**src/rtl/bspi_pkg.sv**
```systemverilog
// Shared field positions and types for the byte-wide SPI master.
// Assumes a 32-bit control word whose bit layout software relies on.
package bspi_pkg;
    localparam int WORD_W    = 32;
    localparam int BYTE_W    = 8;
    localparam int DIV_W     = 5;
    localparam int DIV_LSB   = 27;
    localparam int NUM_CS    = 3;
    localparam int START_BIT = 1;
    localparam int LOOP_BIT  = 3;
    localparam int CPOL_BIT  = 5;
    localparam int CPHA_BIT  = 6;
    localparam int EDGES     = 2 * BYTE_W;
    localparam int EDGE_W    = $clog2(EDGES);

    // Mode fields kept in the control register
    typedef struct packed {
        logic [DIV_W-1:0] div;
        logic             cpha;
        logic             cpol;
        logic             loop;
    } mode_t;
endpackage

```
**src/rtl/bspi_regs.sv**
```systemverilog
// Register file and address decode. Holds chip selects and mode fields,
// turns control writes into start requests and data writes into byte loads.
// Assumes a single access per cycle; reads are combinational.
module bspi_regs
    import bspi_pkg::*;
#(
    parameter int ADDR_W   = 3,
    parameter int CTRL_OFS = 0,
    parameter int DATA_OFS = 4
) (
    input  logic              clk,
    input  logic              rst_n,
    input  logic [ADDR_W-1:0] addr,
    input  logic              wr_en,
    input  logic [WORD_W-1:0] wdata,
    input  logic              busy,
    input  logic [BYTE_W-1:0] rx_byte,
    output logic [WORD_W-1:0] rdata,
    output mode_t             mode,
    output logic [NUM_CS-1:0] cs,
    output logic              start,
    output logic              data_wr,
    output logic [BYTE_W-1:0] data_byte
);
    logic ctrl_sel, data_sel, ctrl_wr;
    logic unused_wbits;

    assign ctrl_sel     = (addr == ADDR_W'(CTRL_OFS));
    assign data_sel     = (addr == ADDR_W'(DATA_OFS));
    assign ctrl_wr      = wr_en & ctrl_sel;
    assign start        = ctrl_wr & wdata[START_BIT] & ~busy;
    assign data_wr      = wr_en & data_sel & ~busy;
    assign data_byte    = wdata[BYTE_W-1:0];
    assign unused_wbits = ^wdata[DIV_LSB-1:CPHA_BIT+1];

    // Store chip selects and mode fields on every control write
    always_ff @(posedge clk) begin
        if (!rst_n) begin
            cs   <= '1;
            mode <= '0;
        end else if (ctrl_wr) begin
            for (int i = 0; i < NUM_CS; i++) cs[i] <= wdata[2*i];
            mode.div  <= wdata[DIV_LSB +: DIV_W];
            mode.cpha <= wdata[CPHA_BIT];
            mode.cpol <= wdata[CPOL_BIT];
            mode.loop <= wdata[LOOP_BIT];
        end
    end

    // Assemble read data for the addressed word
    always_comb begin
        rdata = '0;
        if (ctrl_sel) begin
            for (int i = 0; i < NUM_CS; i++) rdata[2*i] = cs[i];
            rdata[START_BIT]            = busy;
            rdata[LOOP_BIT]             = mode.loop;
            rdata[CPOL_BIT]             = mode.cpol;
            rdata[CPHA_BIT]             = mode.cpha;
            rdata[DIV_LSB +: DIV_W]     = mode.div;
        end else if (data_sel) begin
            rdata[BYTE_W-1:0] = rx_byte;
        end
    end
endmodule

```
**src/rtl/bspi_sck_gen.sv**
```systemverilog
// Serial clock timing. Latches the divider at start and produces one
// pulse per sck half period together with the index of that transition.
// Assumes start only arrives while idle.
module bspi_sck_gen
    import bspi_pkg::*;
(
    input  logic              clk,
    input  logic              rst_n,
    input  logic              start,
    input  logic              busy,
    input  logic [DIV_W-1:0]  div_in,
    output logic              edge_p,
    output logic [EDGE_W-1:0] edge_idx
);
    logic [DIV_W-1:0] cnt, div_q;

    assign edge_p = busy & (cnt == div_q);

    // Count reference cycles within a half period and transitions within a byte
    always_ff @(posedge clk) begin
        if (!rst_n) begin
            cnt      <= '0;
            div_q    <= '0;
            edge_idx <= '0;
        end else if (start) begin
            cnt      <= '0;
            div_q    <= div_in;
            edge_idx <= '0;
        end else if (edge_p) begin
            cnt      <= '0;
            edge_idx <= edge_idx + 1'b1;
        end else if (busy) begin
            cnt      <= cnt + 1'b1;
        end
    end
endmodule

```
**src/rtl/bspi_shifter.sv**
```systemverilog
// Shift engine. Holds the byte, moves bits on sck transitions according
// to the phase latched at start, and generates busy and the sck level.
// Assumes edge_p pulses 16 times per exchange, indexed from 0.
module bspi_shifter
    import bspi_pkg::*;
(
    input  logic              clk,
    input  logic              rst_n,
    input  logic              start,
    input  mode_t             mode,
    input  logic              data_wr,
    input  logic [BYTE_W-1:0] data_byte,
    input  logic              edge_p,
    input  logic [EDGE_W-1:0] edge_idx,
    input  logic              miso,
    output logic              busy,
    output logic [BYTE_W-1:0] shreg,
    output logic              sck,
    output logic              mosi
);
    logic cpha_q, cpol_q, loop_q, ph, rbit, mosi_q;
    logic sample_e, shift_e, miso_in, last_e;

    assign sample_e = edge_p & (edge_idx[0] == cpha_q);
    assign shift_e  = edge_p & (edge_idx[0] != cpha_q);
    assign last_e   = edge_p & (edge_idx == EDGE_W'(EDGES-1));
    assign miso_in  = loop_q ? mosi_q : miso;
    assign mosi     = mosi_q;
    assign sck      = busy ? (cpol_q ^ ph) : mode.cpol;

    // Track busy and latch the mode for the exchange
    always_ff @(posedge clk) begin
        if (!rst_n) begin
            busy   <= 1'b0;
            cpha_q <= 1'b0;
            cpol_q <= 1'b0;
            loop_q <= 1'b0;
        end else if (start) begin
            busy   <= 1'b1;
            cpha_q <= mode.cpha;
            cpol_q <= mode.cpol;
            loop_q <= mode.loop;
        end else if (last_e) begin
            busy   <= 1'b0;
        end
    end

    // Toggle the sck phase once per half period
    always_ff @(posedge clk) begin
        if (!rst_n)      ph <= 1'b0;
        else if (start)  ph <= 1'b0;
        else if (edge_p) ph <= ~ph;
    end

    // Move data through the shift register and the output bit
    always_ff @(posedge clk) begin
        if (!rst_n) begin
            shreg  <= '0;
            rbit   <= 1'b0;
            mosi_q <= 1'b0;
        end else if (data_wr) begin
            shreg  <= data_byte;
        end else if (start) begin
            mosi_q <= shreg[BYTE_W-1];
        end else if (!cpha_q) begin
            if (sample_e) rbit <= miso_in;
            if (shift_e) begin
                shreg  <= {shreg[BYTE_W-2:0], rbit};
                mosi_q <= shreg[BYTE_W-2];
            end
        end else begin
            if (shift_e)  mosi_q <= shreg[BYTE_W-1];
            if (sample_e) shreg  <= {shreg[BYTE_W-2:0], miso_in};
        end
    end
endmodule

```
**src/rtl/byte_spi_master.sv**
```systemverilog
// Top of the byte-wide SPI master: register port, sck timing, shift engine.
// Assumes clk is the divider reference and reset is synchronous, active low.
module byte_spi_master
    import bspi_pkg::*;
#(
    parameter int ADDR_W = 3
) (
    input  logic                clk,
    input  logic                rst_n,
    input  logic [ADDR_W-1:0]   addr,
    input  logic                wr_en,
    input  logic [WORD_W-1:0]   wdata,
    output logic [WORD_W-1:0]   rdata,
    output logic                sck,
    output logic                mosi,
    input  logic                miso,
    output logic [NUM_CS-1:0]   cs
);
    mode_t             mode;
    logic              start, data_wr, busy_w, edge_p, idle_cpol;
    logic [BYTE_W-1:0] data_byte, shreg;
    logic [EDGE_W-1:0] edge_idx;

    assign idle_cpol = mode.cpol;

    bspi_regs #(.ADDR_W(ADDR_W)) regs_i (
        .clk(clk), .rst_n(rst_n), .addr(addr), .wr_en(wr_en), .wdata(wdata),
        .busy(busy_w), .rx_byte(shreg), .rdata(rdata), .mode(mode), .cs(cs),
        .start(start), .data_wr(data_wr), .data_byte(data_byte)
    );

    bspi_sck_gen gen_i (
        .clk(clk), .rst_n(rst_n), .start(start), .busy(busy_w),
        .div_in(mode.div), .edge_p(edge_p), .edge_idx(edge_idx)
    );

    bspi_shifter shf_i (
        .clk(clk), .rst_n(rst_n), .start(start), .mode(mode),
        .data_wr(data_wr), .data_byte(data_byte), .edge_p(edge_p),
        .edge_idx(edge_idx), .miso(miso), .busy(busy_w), .shreg(shreg),
        .sck(sck), .mosi(mosi)
    );
endmodule

```
**config.mk**
```make
export PLATFORM = sky130hd
export DESIGN_NAME = byte_spi_master
export DESIGN_NICKNAME = d
export VERILOG_FILES = /design/src/rtl/bspi_pkg.sv /design/src/rtl/bspi_regs.sv /design/src/rtl/bspi_sck_gen.sv /design/src/rtl/bspi_shifter.sv /design/src/rtl/byte_spi_master.sv
export SDC_FILE = /design/constraint.sdc
export NUM_CORES = 1
export LEC_CHECK = 0
export BUFFER_PORTS_ARGS = -buffer_cell sky130_fd_sc_hd__buf_4
export CORE_ASPECT_RATIO = 2
export CORE_MARGIN = 2
export CORE_UTILIZATION = 45
export DETAILED_ROUTE_END_ITERATION = 10
export HOLD_SLACK_MARGIN = 0.12
export PLACE_DENSITY_LB_ADDON = 0.15
export RECOVER_POWER = 100
export SLEW_MARGIN = 20
export SYNTH_ARGS = -nofsm -noshare
export SYNTH_HDL_FRONTEND = slang
export SYNTH_SLANG_ARGS = --single-unit
```
**constraint.sdc**
```tcl
create_clock -name clk -period 1.5 [get_ports clk]
set_clock_uncertainty 0.1 [all_clocks]
set_input_delay 0.075 -clock clk [delete_from_list [all_inputs] [get_ports clk]]
set_output_delay 0.075 -clock clk [all_outputs]
set_load 0.005 [all_outputs]
```
-- Word level (Yosys, flattened, before mapping)
Index checks and enable logic that the tools add are counted.
- memory bits (read-only): 0
- flip-flop bits (word level): 40
- logic and storage cells: 67
- latch bits: 0
- bits of input ports: 39
- memories: 0
- memory bits (writable): 0
- output and inout port bits: 37
- multipliers: 0
- bitwise gates (word level): 16
- reduce and logical (&&, ||, !) cells: 9
- order comparisons: 0
- mux-type cells: 17
- eq/ne operators: 7
- add/sub/neg operators: 2
- div/mod/pow operators: 0
- shift operators: 0
- operators by type and width (cell ; count):
    $mux W8 ; 6
    $and A1 B1 Y1 ; 9
    $mux W1 ; 9
    $mux W7 ; 1
    $not A1 Y1 ; 6
    $add A5 B1 Y5 const B ; 1
    $eq A5 B5 Y1 ; 1
    $mux W5 ; 1
    $add A4 B1 Y4 const B ; 1
    $eq A4 B4 Y1 const B ; 1
    $reduce_and A4 Y1 ; 1
    $reduce_bool A2 Y1 ; 2
    $eq A3 B3 Y1 const B ; 1
    $logic_not A3 Y1 ; 1
    $ne A3 B3 Y1 const B ; 1
    $reduce_and A3 Y1 ; 1
    $reduce_bool A3 Y1 ; 1
    $reduce_or A3 Y1 ; 1
    $ne A2 B2 Y1 const B ; 1
    $reduce_and A2 Y1 ; 1
    $reduce_or A2 Y1 ; 1
    $eq A1 B1 Y1 ; 1
    $ne A1 B1 Y1 ; 1
    $xor A1 B1 Y1 ; 1

-- Logic depth before layout (Yosys ltp)
Gate-level depths: netlist (run 1).
- depth in word-level cells: 7
- gate-level depth with buffers: 6
- mapped depth without buffers: 4

-- By module
A second synthesis (run 1) with hierarchy kept.
- cells, all modules: 244
- area total of the unflattened synthesis: 2212.1 um^2
- by module, submodules not included (module ; cells each ; seq. area each (um^2) ; area each (um^2) ; instances):
    bspi_regs ; 104 ; 220.2 ; 858.3 ; 1
    bspi_shifter ; 73 ; 300.3 ; 704.4 ; 1
    bspi_sck_gen ; 67 ; 280.3 ; 649.4 ; 1

-- Worst setup path after synthesis (run 1)
OpenSTA, ideal clock, no wires.
- kind: flip-flop to flip-flop
- start: register gen_i.cnt[2]
- end: register gen_i.edge_idx[0]
- clock period less this slack: 1.464 ns
- required time: 1.328 ns
- buffers on the path: 1
- cell stages (with the launch flop): 6
- library setup time: 0.072 ns
- data arrival time: 1.292 ns
- slack: 0.036 ns
- cell sequence: dfxtp_1 > xnor2_1 > nand4_1 > buf_2 > or3_1 > a21oi_1
- cells in the longest elaborated chain, start to end: 2
- RTL lines (item ; RTL line ; source):
    start: declaration ; bspi_sck_gen.sv:15 ; logic [DIV_W-1:0] cnt, div_q;
    start signal: assignment ; bspi_sck_gen.sv:33 ; cnt <= cnt + 1'b1;
    $eq A5 B5 Y1 ; bspi_sck_gen.sv:17 ; assign edge_p = busy & (cnt == div_q);
    $and A1 B1 Y1 ; bspi_sck_gen.sv:17 ;
    end signal: assignment ; bspi_sck_gen.sv:31 ; edge_idx <= edge_idx + 1'b1;
    end: declaration ; bspi_sck_gen.sv:13 ; output logic [EDGE_W-1:0] edge_idx
Every way passes these cells.
A chain may end at the register's enable or synchronous reset.

-- Worst setup path after layout (run 1)
- start: register gen_i.cnt[1]
- end: register shf_i.shreg[4]
- cells in the longest elaborated chain, start to end: 5
- elaborated cells on any way between the ends: 7
- classes of those cells: eq/ne: 2; bitwise: 3; reduce/logical: 2
- RTL lines (item ; RTL line ; source):
    $eq A5 B5 Y1 (*) ; bspi_sck_gen.sv:17 ;
    $and A1 B1 Y1 (*) ; bspi_sck_gen.sv:17 ;
    $and A1 B1 Y1 (on tied branches) ; bspi_shifter.sv:24, bspi_shifter.sv:25 ;
    $ne A3 B3 Y1 (no line) or $reduce_bool A3 Y1 (tied branches) ; -- ;
    $reduce_and A3 Y1 (no line) (*) ; -- ;
    end signal: assignment ; bspi_shifter.sv:62 ; shreg <= data_byte;
    end signal: assignment ; bspi_shifter.sv:68 ; shreg <= {shreg[BYTE_W-2:0], rbit};
    end signal: assignment ; bspi_shifter.sv:73 ; if (sample_e) shreg <= {shreg[BYTE_W-2:0], miso_in};
    end: declaration ; bspi_shifter.sv:17 ; output logic [BYTE_W-1:0] shreg,
Every way passes the cells marked *; elsewhere a longest branch is shown, timed or not.

==> out/results.tsv, run 1 <==
stage	metric	value	unit
run_status	outcome	complete, but fails checks	
run_status	failing checks	setup timing	
clocking	CTS tree	yes	
logic_synthesis	Yosys cell types	38	
setup_path	Setup Crit Path Kind	flip-flop to flip-flop	
flow_run	total of max-cap violations	0	
grt	largest net degree at the start of global routing	19	
clocking	Longest Clk Path Bufs	2	
placement	dpl ws	-161.4	ps
min_path	WHS Path Cells	4	
grt	first-pass GRT wire length	8604	µm
setup_path	Worst setup SP type	flip-flop	
timing	fin crit share	105.6	%
pwr	Seq pwr share	53.0	%
setup_path	slowest stage delay, CP	320	ps
floorplan	number of I/O pins	76	
pwr	peak supply drop	0.0006964	V
drt	Post-route DRC	0	
layout	Filler cells	431	
layout	post-layout util	62.45	%
clocking	total CTS buffers	5	
setup_path	CP Depth	6	
pwr	Clock power frac	35.4	%
setup_path	Worst Path Buf+Inv	2	
timing	unrepaired setup endpoints after global routing	yes	
floorplan	Initial Util	46.21	%
pwr	PD cells	723.7	nW/µm²
timing	endpoints failing setup	13	
layout	layout net count	374	
placement	gp weighted congestion	0.8156	
drt	First DRT Iteration DRCs	36	
drt	Via density	5.069	
clocking	# clock sinks	40	
layout	most common cell after layout, fill and taps aside	nand2_1	
placement	hpwl dp	3903	µm
floorplan	die footprint	5273	µm²
floorplan	Die Height	100.7	µm
layout	most frequent cells in the layout	nand2_1 (62), buf_4 (43), dfxtp_1 (34)	
layout	area growth from synthesis to layout	35.14	%
logic_synthesis	Gate Count Post-Synth	261	
setup_path	Critical Path AT	1640	ps
grt	GRT overflow	0	
timing	Slew Viols, Final	0	
min_path	worst min-delay path class	input pin to flip-flop	
timing	Min Clock Period, post-route	1584	ps
pwr	Static Leak	1.157	nW
pwr	Net Sw Power	0.0004923	W
logic_synthesis	post-synthesis sequential area ratio	38.05	%
floorplan	Placeable Area	4554	µm²
setup_path	CP top delay family	buffers and inverters	
setup_path	CP Cell Sequence	xnor2_1 -> nand4_1 -> buf_4 -> nor2_2 -> buf_6 -> o211ai_1	
logic_synthesis	Synth Area in Compound Gates	11.95	%
drt	TritonRoute pass-1 iters	4	
pwr	Overall Power	0.002058	W
drt	Vias	1972	
pwr	internal power	0.001566	W
floorplan	Rows	35	
grt	gr usage total	21.50	%
drt	DR WL/cell	13.86	µm
placement	# port buffers	37	
clocking	CTS H-tree lvls	2	
timing	Max Clock Freq	631.3	MHz
setup_path	Req. time, crit path	1560	ps
logic_synthesis	synth warn	0	
clocking	Worst-Skew Late Latency	290	ps
logic_synthesis	Synth Register Bits	40	
logic_synthesis	simple-gate share of the synthesized area	27.47	%
drt	total wire length	5390	µm
logic_synthesis	largest area contributor in the synthesized netlist	dfxtp_1	
logic_synthesis	largest family of logic cells by synthesized area	simple AND/OR/NAND/NOR gates	
clocking	Reg clk slew, reported paths	80	ps
logic_synthesis	Synth Area in Adders	1.189	%
setup_path	crit end category	flip-flop	
drt	Final ANT Viol Nets	0	
logic_synthesis	Avg Inst Size Synth	8.063	µm²
setup_path	Crit Path Max Fanout	8	
logic_synthesis	Yosys top cell area share	38.05	%
layout	# diodes	0	
pwr	switching share of power	23.92	%
setup_path	slowest cell on the critical path	dfxtp_1	
setup_path	R2R depth	6	
logic_synthesis	top cells by area, synth	dfxtp_1 (38%), nand2_1 (11%), buf_4 (7.1%), a21oi_1 (5.5%), mux2i_1 (5.2%)	
pwr	combinational fraction of design power	11.6	%
logic_synthesis	mux cell area share after synthesis	5.767	%
logic_synthesis	Mapped Area	2105	µm²
timing	final hold violation count	0	
grt	initial antenna violation count	0	
grt	vias in the first global route	1922	
layout	share of cells above drive strength 1	28.44	%
timing	fin worst setup slack	-84.05	ps
clocking	CTS Root Cell	clkbuf_8	
floorplan	die width	52.36	µm
logic_synthesis	XOR/XNOR Fraction of Synth Area	4.935	%
==> layout make-up <==
type	count	area, µm²	area share [%]
flip-flops and latches	40	808.3	28.42
well taps	55	68.82	2.420
multi-input cells	203	1206	42.41
clock buffers	6	82.58	2.904
repair buffers	80	656.9	23.10
inverters	3	11.26	0.3960
clock inverters	2	10.01	0.3520
==> cell families after synthesis <==
logic type               after synthesis
buffers and inverters                 36
AO/OA/AOI/OAI                         41
XOR/XNOR                              11
adder cells (fa/ha/maj)                2
multiplexers                          12
AND/OR/NAND/NOR                      118
other                                  1
flip-flops                            40
==> metrics by stage <==
stage	hold WS [ps]	instance area (µm²)	setup TNS (ps)	instances
after floorplan	97.29	2172	0	279
after global placement	195.0	2530	-941.4	364
after CTS	129.8	2805	-1113	387
final	135.5	2844	-677.7	389
after global routing	141.3	2844	-1789	389
after detailed placement	199.3	2530	-1420	364
==> synthesized netlist by cell type <==
master	number
a21oi_2	1
dfxtp_1	40
xnor2_1	6
and4_1	1
nor3_1	5
xnor2_2	1
or3_1	2
nor2_1	10
nand4_1	10
o21ai_0	4
o211ai_1	8
buf_4	20
nor3_2	1
or4_1	2
and3_1	3
nand2_1	63
a211oi_1	1
inv_2	1
or2_2	1
o31ai_1	2
mux2_2	1
clkbuf_1	5
nand3_1	5
a21oi_1	23
o211a_1	1
and2_1	8
nor4b_4	1
mux2i_1	11
nand3_2	1
nor2b_1	1
inv_1	2
nor2_2	2
buf_2	8
nand4b_1	2
xor2_1	4
a311oi_2	1
ha_1	2
conb_1	1
==> worst paths after layout <==
kind / start / end / slack (ps)
worst max-delay path: gen_i.cnt[1]$_SDFFE_PP0P_ / shf_i.shreg[4]$_SDFFE_PN0P_ / -80
worst min-delay path: rst_n / shf_i.ph$_SDFFE_PP0P_ / 140
worst max register to register: gen_i.cnt[1]$_SDFFE_PP0P_ / shf_i.shreg[4]$_SDFFE_PN0P_ / -80
worst min register to register: regs_i.mode[2]$_SDFFE_PN0N_ / shf_i.cpha_q$_SDFFE_PN0P_ / 370
==> registers in the layout (all words and copies together) (netlist names) <==
register / cells
shf_i.mosi: 1
shf_i.shreg: 8
regs_i.mode: 8
gen_i.edge_idx: 4
gen_i.cnt: 5
shf_i.busy: 1
regs_i.cs: 3
shf_i.cpol_q: 1
shf_i.ph: 1
shf_i.cpha_q: 1
shf_i.loop_q: 1
gen_i.div_q: 5
shf_i.rbit: 1
==> worst reg2reg max path, cell delays in order, from the launching register on <==
cell,delay (ps)
dfxtp_1,320
xnor2_1,220
nand4_1,210
buf_4,220
nor2_2,120
buf_6,140
o211ai_1,120
==> power groups by stage <==
stage | registers (W) | clock network [W] | logic, W
2_1_floorplan | 0.00111 | 0 | 0.000137
3_3_place_gp | 0.00112 | 0 | 0.000202
3_5_place_dp | 0.00112 | 0 | 0.000203
4_1_cts | 0.00109 | 0.000754 | 0.000235
5_1_grt | 0.00109 | 0.000796 | 0.000263
6_report | 0.00109 | 0.000728 | 0.000239
==> layer usage <==
| layer | vias to the layer above | global-route usage [%] | routed length, µm |
|---|---|---|---|
| met3 | 10 | 2.374 | 122 |
| met4 | 0 | 9.073 | 127 |
| li1 | 994 | - | - |
| met5 | - | 0 | 0 |
| met1 | 927 | 22.69 | 2001 |
| met2 | 41 | 40.58 | 3139 |
==> timing repair <==
item,4_1_cts,5_1_grt
endpoints found under the hold margin,20,0
resized for setup,8,10
pin swaps,10,4
buffers inserted,0,2
hold buffers,15,0
setup endpoints to repair,28,29
No activity file was read; power rests on OpenSTA's default activity.
==> inputs of run 2 (changes only) <==
--- a/config.mk
+++ b/config.mk
@@ -16,4 +16,5 @@
 export SLEW_MARGIN = 20
 export SYNTH_ARGS = -nofsm -noshare
 export SYNTH_HDL_FRONTEND = slang
+export SYNTH_HIERARCHICAL = 1
 export SYNTH_SLANG_ARGS = --single-unit
==> run 2 against run 1 <==
  * The run still ends with setup timing left
  * Sequential share of layout area decreased by 1.2 points
  * Total power is 1.0% lower
  * Register-to-register slack worse by 80 ps
  * Synthesized area grew 5.1%
  * Design area up 4.6%
==> out/results.tsv, run 2 <==
stage	metric	value	unit	change
min_path	worst min-delay path class	input pin to flip-flop		
placement	hpwl dp	3604	µm	-7.7%
layout	layout net count	361		-3.5%
timing	fin crit share	111.0	%	+5.4 points
layout	final design instance area without fill	2974	µm²	+4.6%
grt	first-pass GRT wire length	8507	µm	-1.1%
timing	Worst slew margin	65.67	%	
grt	GRT overflow	0		unchanged
logic_synthesis	cell with the most instances after synthesis	dfxtp_1		
floorplan	Placeable Area	4820	µm²	+5.8%
logic_synthesis	Yosys cell types	36		-5.3%
floorplan	number of I/O pins	76		unchanged
timing	Min Clock Period, post-route	1665	ps	+81.00 ps
setup_path	CP Cell Sequence	xnor2_2 -> nand4_2 -> nor2_4 -> buf_6 -> nand3b_4 -> a211o_1 -> a21oi_2		
logic_synthesis	share of flip-flops with an asynchronous set or reset	0	%	unchanged
layout	most frequent cells in the layout	buf_4 (48), mux2i_1 (36), dfxtp_1 (33)		
floorplan	Rows	36		+2.9%
setup_path	Setup Crit Path Kind	flip-flop to flip-flop		
timing	final hold violation count	0		unchanged
grt	vias in the first global route	1814		-5.6%
logic_synthesis	Synth top cells by count	dfxtp_1 (40), mux2i_1 (37), buf_4 (27)		
clocking	CTS H-tree lvls	2		unchanged
drt	Via density	4.907		-3.2%
timing	endpoints failing setup	13		unchanged
flow_run	total of max-cap violations	0		unchanged
placement	placed cells	344		-5.5%
clocking	# clock sinks	40		unchanged
layout	Filler cells	448		+3.9%
timing	WHS	138.5	ps	+3.045 ps
setup_path	Worst Path Buf+Inv	1		-1
layout	area growth from synthesis to layout	34.45	%	
floorplan	Initial Util	45.90	%	-0.31 points
run_status	failing checks	setup timing		
run_status	outcome	complete, but fails checks		
floorplan	Die Height	103.2	µm	+2.4%
clocking	Reg clk slew, reported paths	80	ps	about the same
setup_path	slowest cell on the critical path	dfxtp_2		
layout	share of cells above drive strength 1	31.56	%	+3.1 points
pwr	PD cells	685.0	nW/µm²	-5.4%
placement	# port buffers	37		unchanged
setup_path	Worst setup SP type	flip-flop		
layout	# diodes	0		unchanged
setup_path	Critical Path AT	1790	ps	+150 ps
setup_path	slowest stage delay, CP	330	ps	about the same
timing	Max Clock Freq	600.6	MHz	-4.9%
drt	TritonRoute pass-1 iters	4		unchanged
grt	gr usage total	20.99	%	-0.50 points
placement	Placement Cell Area	2595	µm²	+2.6%
floorplan	die footprint	5527	µm²	+4.8%
placement	gp weighted congestion	0.7708		-5.5%
logic_synthesis	Synth Register Bits	40		unchanged
setup_path	Req. time, crit path	1630	ps	+70 ps
setup_path	CP top delay family	simple AND/OR/NAND/NOR gates		
layout	most common cell after layout, fill and taps aside	buf_4		
logic_synthesis	post-synthesis sequential area ratio	36.20	%	-1.9 points
logic_synthesis	Synth Flop Type	dfxtp_1		
clocking	Worst-Skew Late Latency	290	ps	about the same
drt	total wire length	5128	µm	-4.9%
layout	Top Registers	regs_i/mode x8, shf_i/shreg x8		
clocking	CTS tree	yes		
drt	Final ANT Viol Nets	0		unchanged
timing	Slew Viols, Final	0		unchanged
drt	First DRT Iteration DRCs	25		-31%
pwr	peak supply drop	0.0005681	V	-18%
layout	register area	809.5	µm²	+0.15%
clocking	total CTS buffers	5		unchanged
logic_synthesis	synth warn	6		+6
pwr	Overall Power	0.002037	W	-1.0%
logic_synthesis	Yosys top cell area share	36.20	%	-1.9 points
logic_synthesis	number of synthesized flops with an enable pin	0		unchanged
logic_synthesis	Mapped Area	2212	µm²	+5.1%
clocking	CTS Root Cell	clkbuf_8		
setup_path	crit end category	flip-flop		
floorplan	die width	53.58	µm	+2.3%
timing	fin worst setup slack	-165.0	ps	-81.00 ps
grt	initial antenna violation count	0		unchanged
timing	Slew @ Worst Pin	513.3	ps	
layout	multi-input logic area	1277	µm²	+5.9%
layout	post-route insts no fill	377		-3.1%
pwr	Static Leak	1.344	nW	+16%
timing	unrepaired setup endpoints after global routing	yes		
logic_synthesis	top cells by area, synth	dfxtp_1 (36%), mux2i_1 (17%), buf_4 (9.2%), nor2b_1 (4.0%), nand2_1 (3.4%)		
logic_synthesis	Gate Count Post-Synth	244		-6.5%
grt	largest net degree at the start of global routing	16		-3
timing	TNS Setup	-1230	ps	-552.4 ps
drt	DR WL/cell	13.60	µm	-1.8%
logic_synthesis	largest area contributor in the synthesized netlist	dfxtp_1		
drt	Vias	1850		-6.2%
logic_synthesis	Avg Inst Size Synth	9.066	µm²	+12%
setup_path	Crit Path Max Fanout	5		-3
drt	Post-route DRC	0		unchanged
clocking	Longest Clk Path Bufs	2		unchanged
==> run 2: changes by cell type in the layout (fill, tap and decap cells not counted), sizes merged, moves of 4 or more <==
cell | before | now
o21ai | 4 | 10
nor2b | 1 | 14
buf | 49 | 54
nand3 | 6 | 2
nand4 | 10 | 3
nand2 | 63 | 20
a21oi | 24 | 14
o211ai | 8 | 0
mux2i | 11 | 37
==> run 2: stage by stage <==
stage	util, %	setup slack (ps)
2_1_floorplan	-	-166.7
3_3_place_gp	53.84	-147.1
3_5_place_dp	53.84	-191.2
4_1_cts	60.77	-100.1
5_1_grt	61.71	-261.4
6_report	61.71	-165.0
==> run 2: layer usage <==
metal | global-route usage [%] | wire [µm] | share of wire, % | vias to the layer above
li1 | - | - | - | 937
met1 | 23.21 | 1987 | 39 | 869
met2 | 38.08 | 2906 | 57 | 36
met3 | 2.754 | 132 | 2.6 | 8
met4 | 9.467 | 101 | 2.0 | 0
met5 | 0 | 0 | 0 | -
==> run 2: cell families after synthesis <==
kind of cell             share of synthesized area, %
AO/OA/AOI/OAI                                   8.202
adder cells (fa/ha/maj)                         1.131
XOR/XNOR                                        4.751
AND/OR/NAND/NOR                                 19.97
other                                          0.1695
buffers and inverters                           12.84
multiplexers                                    16.74
flip-flops                                      36.20
==> run 2: layout make-up <==
| class | count | area share [%] |
|---|---|---|
| Inverter | 3 | 0.3786 |
| Multi-Input combinational cell | 181 | 42.95 |
| Tap cell | 57 | 2.398 |
| Clock buffer | 6 | 2.440 |
| Sequential cell | 40 | 27.22 |
| Clock inverter | 1 | 0.1683 |
| Timing Repair Buffer | 89 | 24.44 |
==> run 2: timing repair <==
| action | in CTS | in global routing |
|---|---|---|
| resized for setup | 12 | 12 |
| hold buffers | 18 | 0 |
| gates cloned | 1 | 0 |
| hold endpoints to repair | 22 | 0 |
| setup endpoints to repair | 14 | 23 |
| buffers inserted | 3 | 7 |
| pin swaps | 6 | 9 |
==> run 2: final timing paths <==
check	to	start	slack [ps]	cells past startpoint
max reg2reg	shf_i/shreg[0]$_SDFFE_PN0P_	gen_i/div_q[0]$_SDFFE_PN0P_	-170	7
max	shf_i/shreg[0]$_SDFFE_PN0P_	gen_i/div_q[0]$_SDFFE_PN0P_	-170	7
min reg2reg	regs_i/mode[7]$_SDFFE_PN0P_	regs_i/mode[7]$_SDFFE_PN0P_	380	2
min	regs_i/cs[1]$_SDFFE_PN1P_	rst_n	140	3
==> run 2: power by group <==
part	switching [W]	internal [W]	total, W
Clock	0.000358	0.000316	0.000675
Combinational	0.000122	0.000145	0.000267
Sequential	0.0000162	0.00108	0.00110
Total	0.000497	0.00154	0.00204
==> run 2: worst register-to-register path, stage by stage (launching register included) <==
cell and delay, ps:
dfxtp_2 330, xnor2_2 170, nand4_2 190, nor2_4 190, buf_6 130, nand3b_4 130, a211o_1 260, a21oi_2 110
==> inputs of run 3 (changes only) <==
==> constraint.sdc (replaced) <==
create_clock -name clk -period 1.5 [get_ports clk]
set_clock_uncertainty 0.1 [all_clocks]
set_input_delay 0 -clock clk [delete_from_list [all_inputs] [get_ports clk]]
set_output_delay 0 -clock clk [all_outputs]
set_load 0.005 [all_outputs]
==> run 3 against run 2 <==
  * The flow still finishes with violations (setup timing)
  * Core utilization increased by 4.2 points
  * Die area unchanged
  * Maximum frequency increased by 5.0%
  * Cell count increased by 3.2%
  * Flip-flop and latch count unchanged
  * Critical path type unchanged
  * Critical endpoint is now gen_i/edge_idx[2]$_SDFFE_PP0P_
  * Largest power group unchanged
==> out/results.tsv, run 3 (synthesis gave the netlist of run 2 again) <==
stage	metric	value	unit	change
timing	Slew @ Worst Pin	555.3	ps	+42.05 ps
layout	post-layout util	65.89	%	+4.2 points
layout	most common cell after layout, fill and taps aside	buf_4		
layout	multi-input logic area	1290	µm²	+0.98%
setup_path	Setup Crit Path Kind	flip-flop to flip-flop		
pwr	Static Leak	1.441	nW	+7.2%
grt	largest net degree at the start of global routing	16		unchanged
floorplan	Die Height	103.2	µm	unchanged
clocking	# clock sinks	40		unchanged
placement	gp weighted congestion	0.7961		+3.3%
min_path	worst min-delay path class	input pin to flip-flop		
drt	TritonRoute pass-1 iters	4		unchanged
setup_path	Req. time, crit path	1630	ps	about the same
timing	final hold violation count	0		unchanged
layout	Filler cells	379		-15%
timing	unrepaired setup endpoints after global routing	yes		
clocking	Reg clk slew, reported paths	80	ps	about the same
pwr	peak supply drop	0.0007210	V	+27%
clocking	CTS H-tree lvls	2		unchanged
timing	Min Clock Period, post-route	1586	ps	-79.26 ps
timing	Max Clock Freq	630.6	MHz	+5.0%
floorplan	die footprint	5527	µm²	unchanged
setup_path	Critical Path AT	1710	ps	-80 ps
drt	Post-route DRC	0		unchanged
setup_path	Worst setup SP type	flip-flop		
layout	# diodes	0		unchanged
timing	TNS Setup	-547.2	ps	+682.8 ps
placement	# port buffers	37		unchanged
floorplan	Placeable Area	4820	µm²	unchanged
drt	First DRT Iteration DRCs	19		-24%
grt	met1 GRT Util	22.42	%	-0.79 points
timing	Worst slew margin	62.86	%	-2.8 points
clocking	# hold bufs at CTS	27		+9
floorplan	Initial Util	45.90	%	unchanged
grt	met2 usage	41.03	%	+2.9 points
drt	Vias	1919		+3.7%
setup_path	slowest cell on the critical path	or4_1		
clocking	CTS tree	yes		
timing	WHS	89.54	ps	-48.99 ps
clocking	CTS Root Cell	clkbuf_8		
grt	gr usage total	21.49	%	+0.50 points
floorplan	die width	53.58	µm	unchanged
placement	hpwl dp	3666	µm	+1.7%
grt	vias in the first global route	1940		+6.9%
setup_path	slowest stage delay, CP	410	ps	+80 ps
setup_path	Worst Path Buf+Inv	1		unchanged
layout	Top Registers	regs_i/mode x8, shf_i/shreg x8		
setup_path	CP Cell Sequence	xnor2_2 -> nand4_2 -> buf_4 -> or4_1 -> a21oi_1		
grt	first-pass GRT wire length	8838	µm	+3.9%
setup_path	crit end category	flip-flop		
timing	endpoints failing setup	14		+1
grt	initial antenna violation count	0		unchanged
setup_path	CP top delay family	simple AND/OR/NAND/NOR gates		
placement	dpl ws	-132.6	ps	+58.61 ps
clocking	Worst-Skew Late Latency	290	ps	about the same
grt	busiest layer in global routing	met2		
layout	most frequent cells in the layout	buf_4 (63), mux2i_1 (36), dfxtp_1 (30)		
clocking	total CTS buffers	5		unchanged
grt	GR Util met3	2.899	%	+0.14 points
drt	Via density	4.933		+0.53%
layout	register area	813.3	µm²	+0.46%
run_status	outcome	complete, but fails checks		
run_status	failing checks	setup timing		
clocking	Longest Clk Path Bufs	2		unchanged
floorplan	Rows	36		unchanged
drt	total wire length	5440	µm	+6.1%
timing	Slew Viols, Final	0		unchanged
layout	area growth from synthesis to layout	43.55	%	
timing	fin worst setup slack	-85.79	ps	+79.26 ps
timing	fin crit share	105.7	%	-5.3 points
drt	Final ANT Viol Nets	0		unchanged
flow_run	total of max-cap violations	0		unchanged
grt	GRT overflow	0		unchanged
drt	DR WL/cell	13.98	µm	+2.8%
layout	share of cells above drive strength 1	33.43	%	+1.9 points
pwr	PD cells	764.0	nW/µm²	+12%
setup_path	Crit Path Max Fanout	6		+1
layout	layout net count	373		+3.3%
floorplan	number of I/O pins	76		unchanged
==> run 3: cell types whose count changed in the layout (fill, tap and decap cells not counted), moves of 2 or more <==
cell / change
buf_4: +15
buf_6: +2
bufinv_16: +2
clkbuf_1: -2
clkbuf_2: -3
clkbuf_4: -9
dfxtp_1: -3
dfxtp_2: +3
dlygate4sd3_1: +9
==> run 3: repair_timing <==
item                                    4_1_cts  5_1_grt
gates resized for setup                      17        9
endpoints found under the setup margin       15       25
pin swaps                                    12        6
cloned                                        1        0
hold endpoints to repair                     25        7
buffers inserted                              4        3
==> run 3: worst paths after layout <==
path         slack, ps                   startpoint                              to  cells past startpoint
max                -90  gen_i/div_q[0]$_SDFFE_PN0P_  gen_i/edge_idx[2]$_SDFFE_PP0P_                      5
min                 90                      addr[0]       regs_i/cs[1]$_SDFFE_PN1P_                      4
max reg2reg        -90  gen_i/div_q[0]$_SDFFE_PN0P_  gen_i/edge_idx[2]$_SDFFE_PP0P_                      5
min reg2reg        380  regs_i/mode[6]$_SDFFE_PN0P_     regs_i/mode[6]$_SDFFE_PN0P_                      2
==> run 3: cell type report <==
type,instances,area share (%)
Clock inverter,2,1.891
Inverter,3,0.3546
Timing Repair Buffer,101,27.11
Tap cell,57,2.246
Sequential cell,40,25.61
Multi-Input combinational cell,181,40.62
Clock buffer,5,2.167
==> run 3: metrics by stage <==
| stage | instances | instance area, µm² | power (W) |
|---|---|---|---|
| 4_1_cts | 387 | 3133 | 0.002445 |
| 2_1_floorplan | 262 | 2305 | 0.001283 |
| 3_5_place_dp | 348 | 2625 | 0.001341 |
| 3_3_place_gp | 348 | 2625 | 0.001339 |
| 5_1_grt | 389 | 3176 | 0.002514 |
| 6_report | 389 | 3176 | 0.002426 |
==> run 3: power breakdown <==
group / internal (W) / total [W] / switching (W)
clock network: 0.000655 / 0.00104 / 0.000383
logic: 0.000164 / 0.000292 / 0.000128
registers: 0.00108 / 0.00110 / 0.0000166
==> run 3: worst register-to-register path: stages (launching register included) <==
cell	delay, ps
dfxtp_2	340
xnor2_2	160
nand4_2	160
buf_4	190
or4_1	410
a21oi_1	150
==> run 3: routing by layer <==
metal / wire (µm) / vias up
met5: 0 / -
met2: 3145 / 40
met3: 138 / 8
met4: 110 / 0
li1: - / 959
met1: 2045 / 912
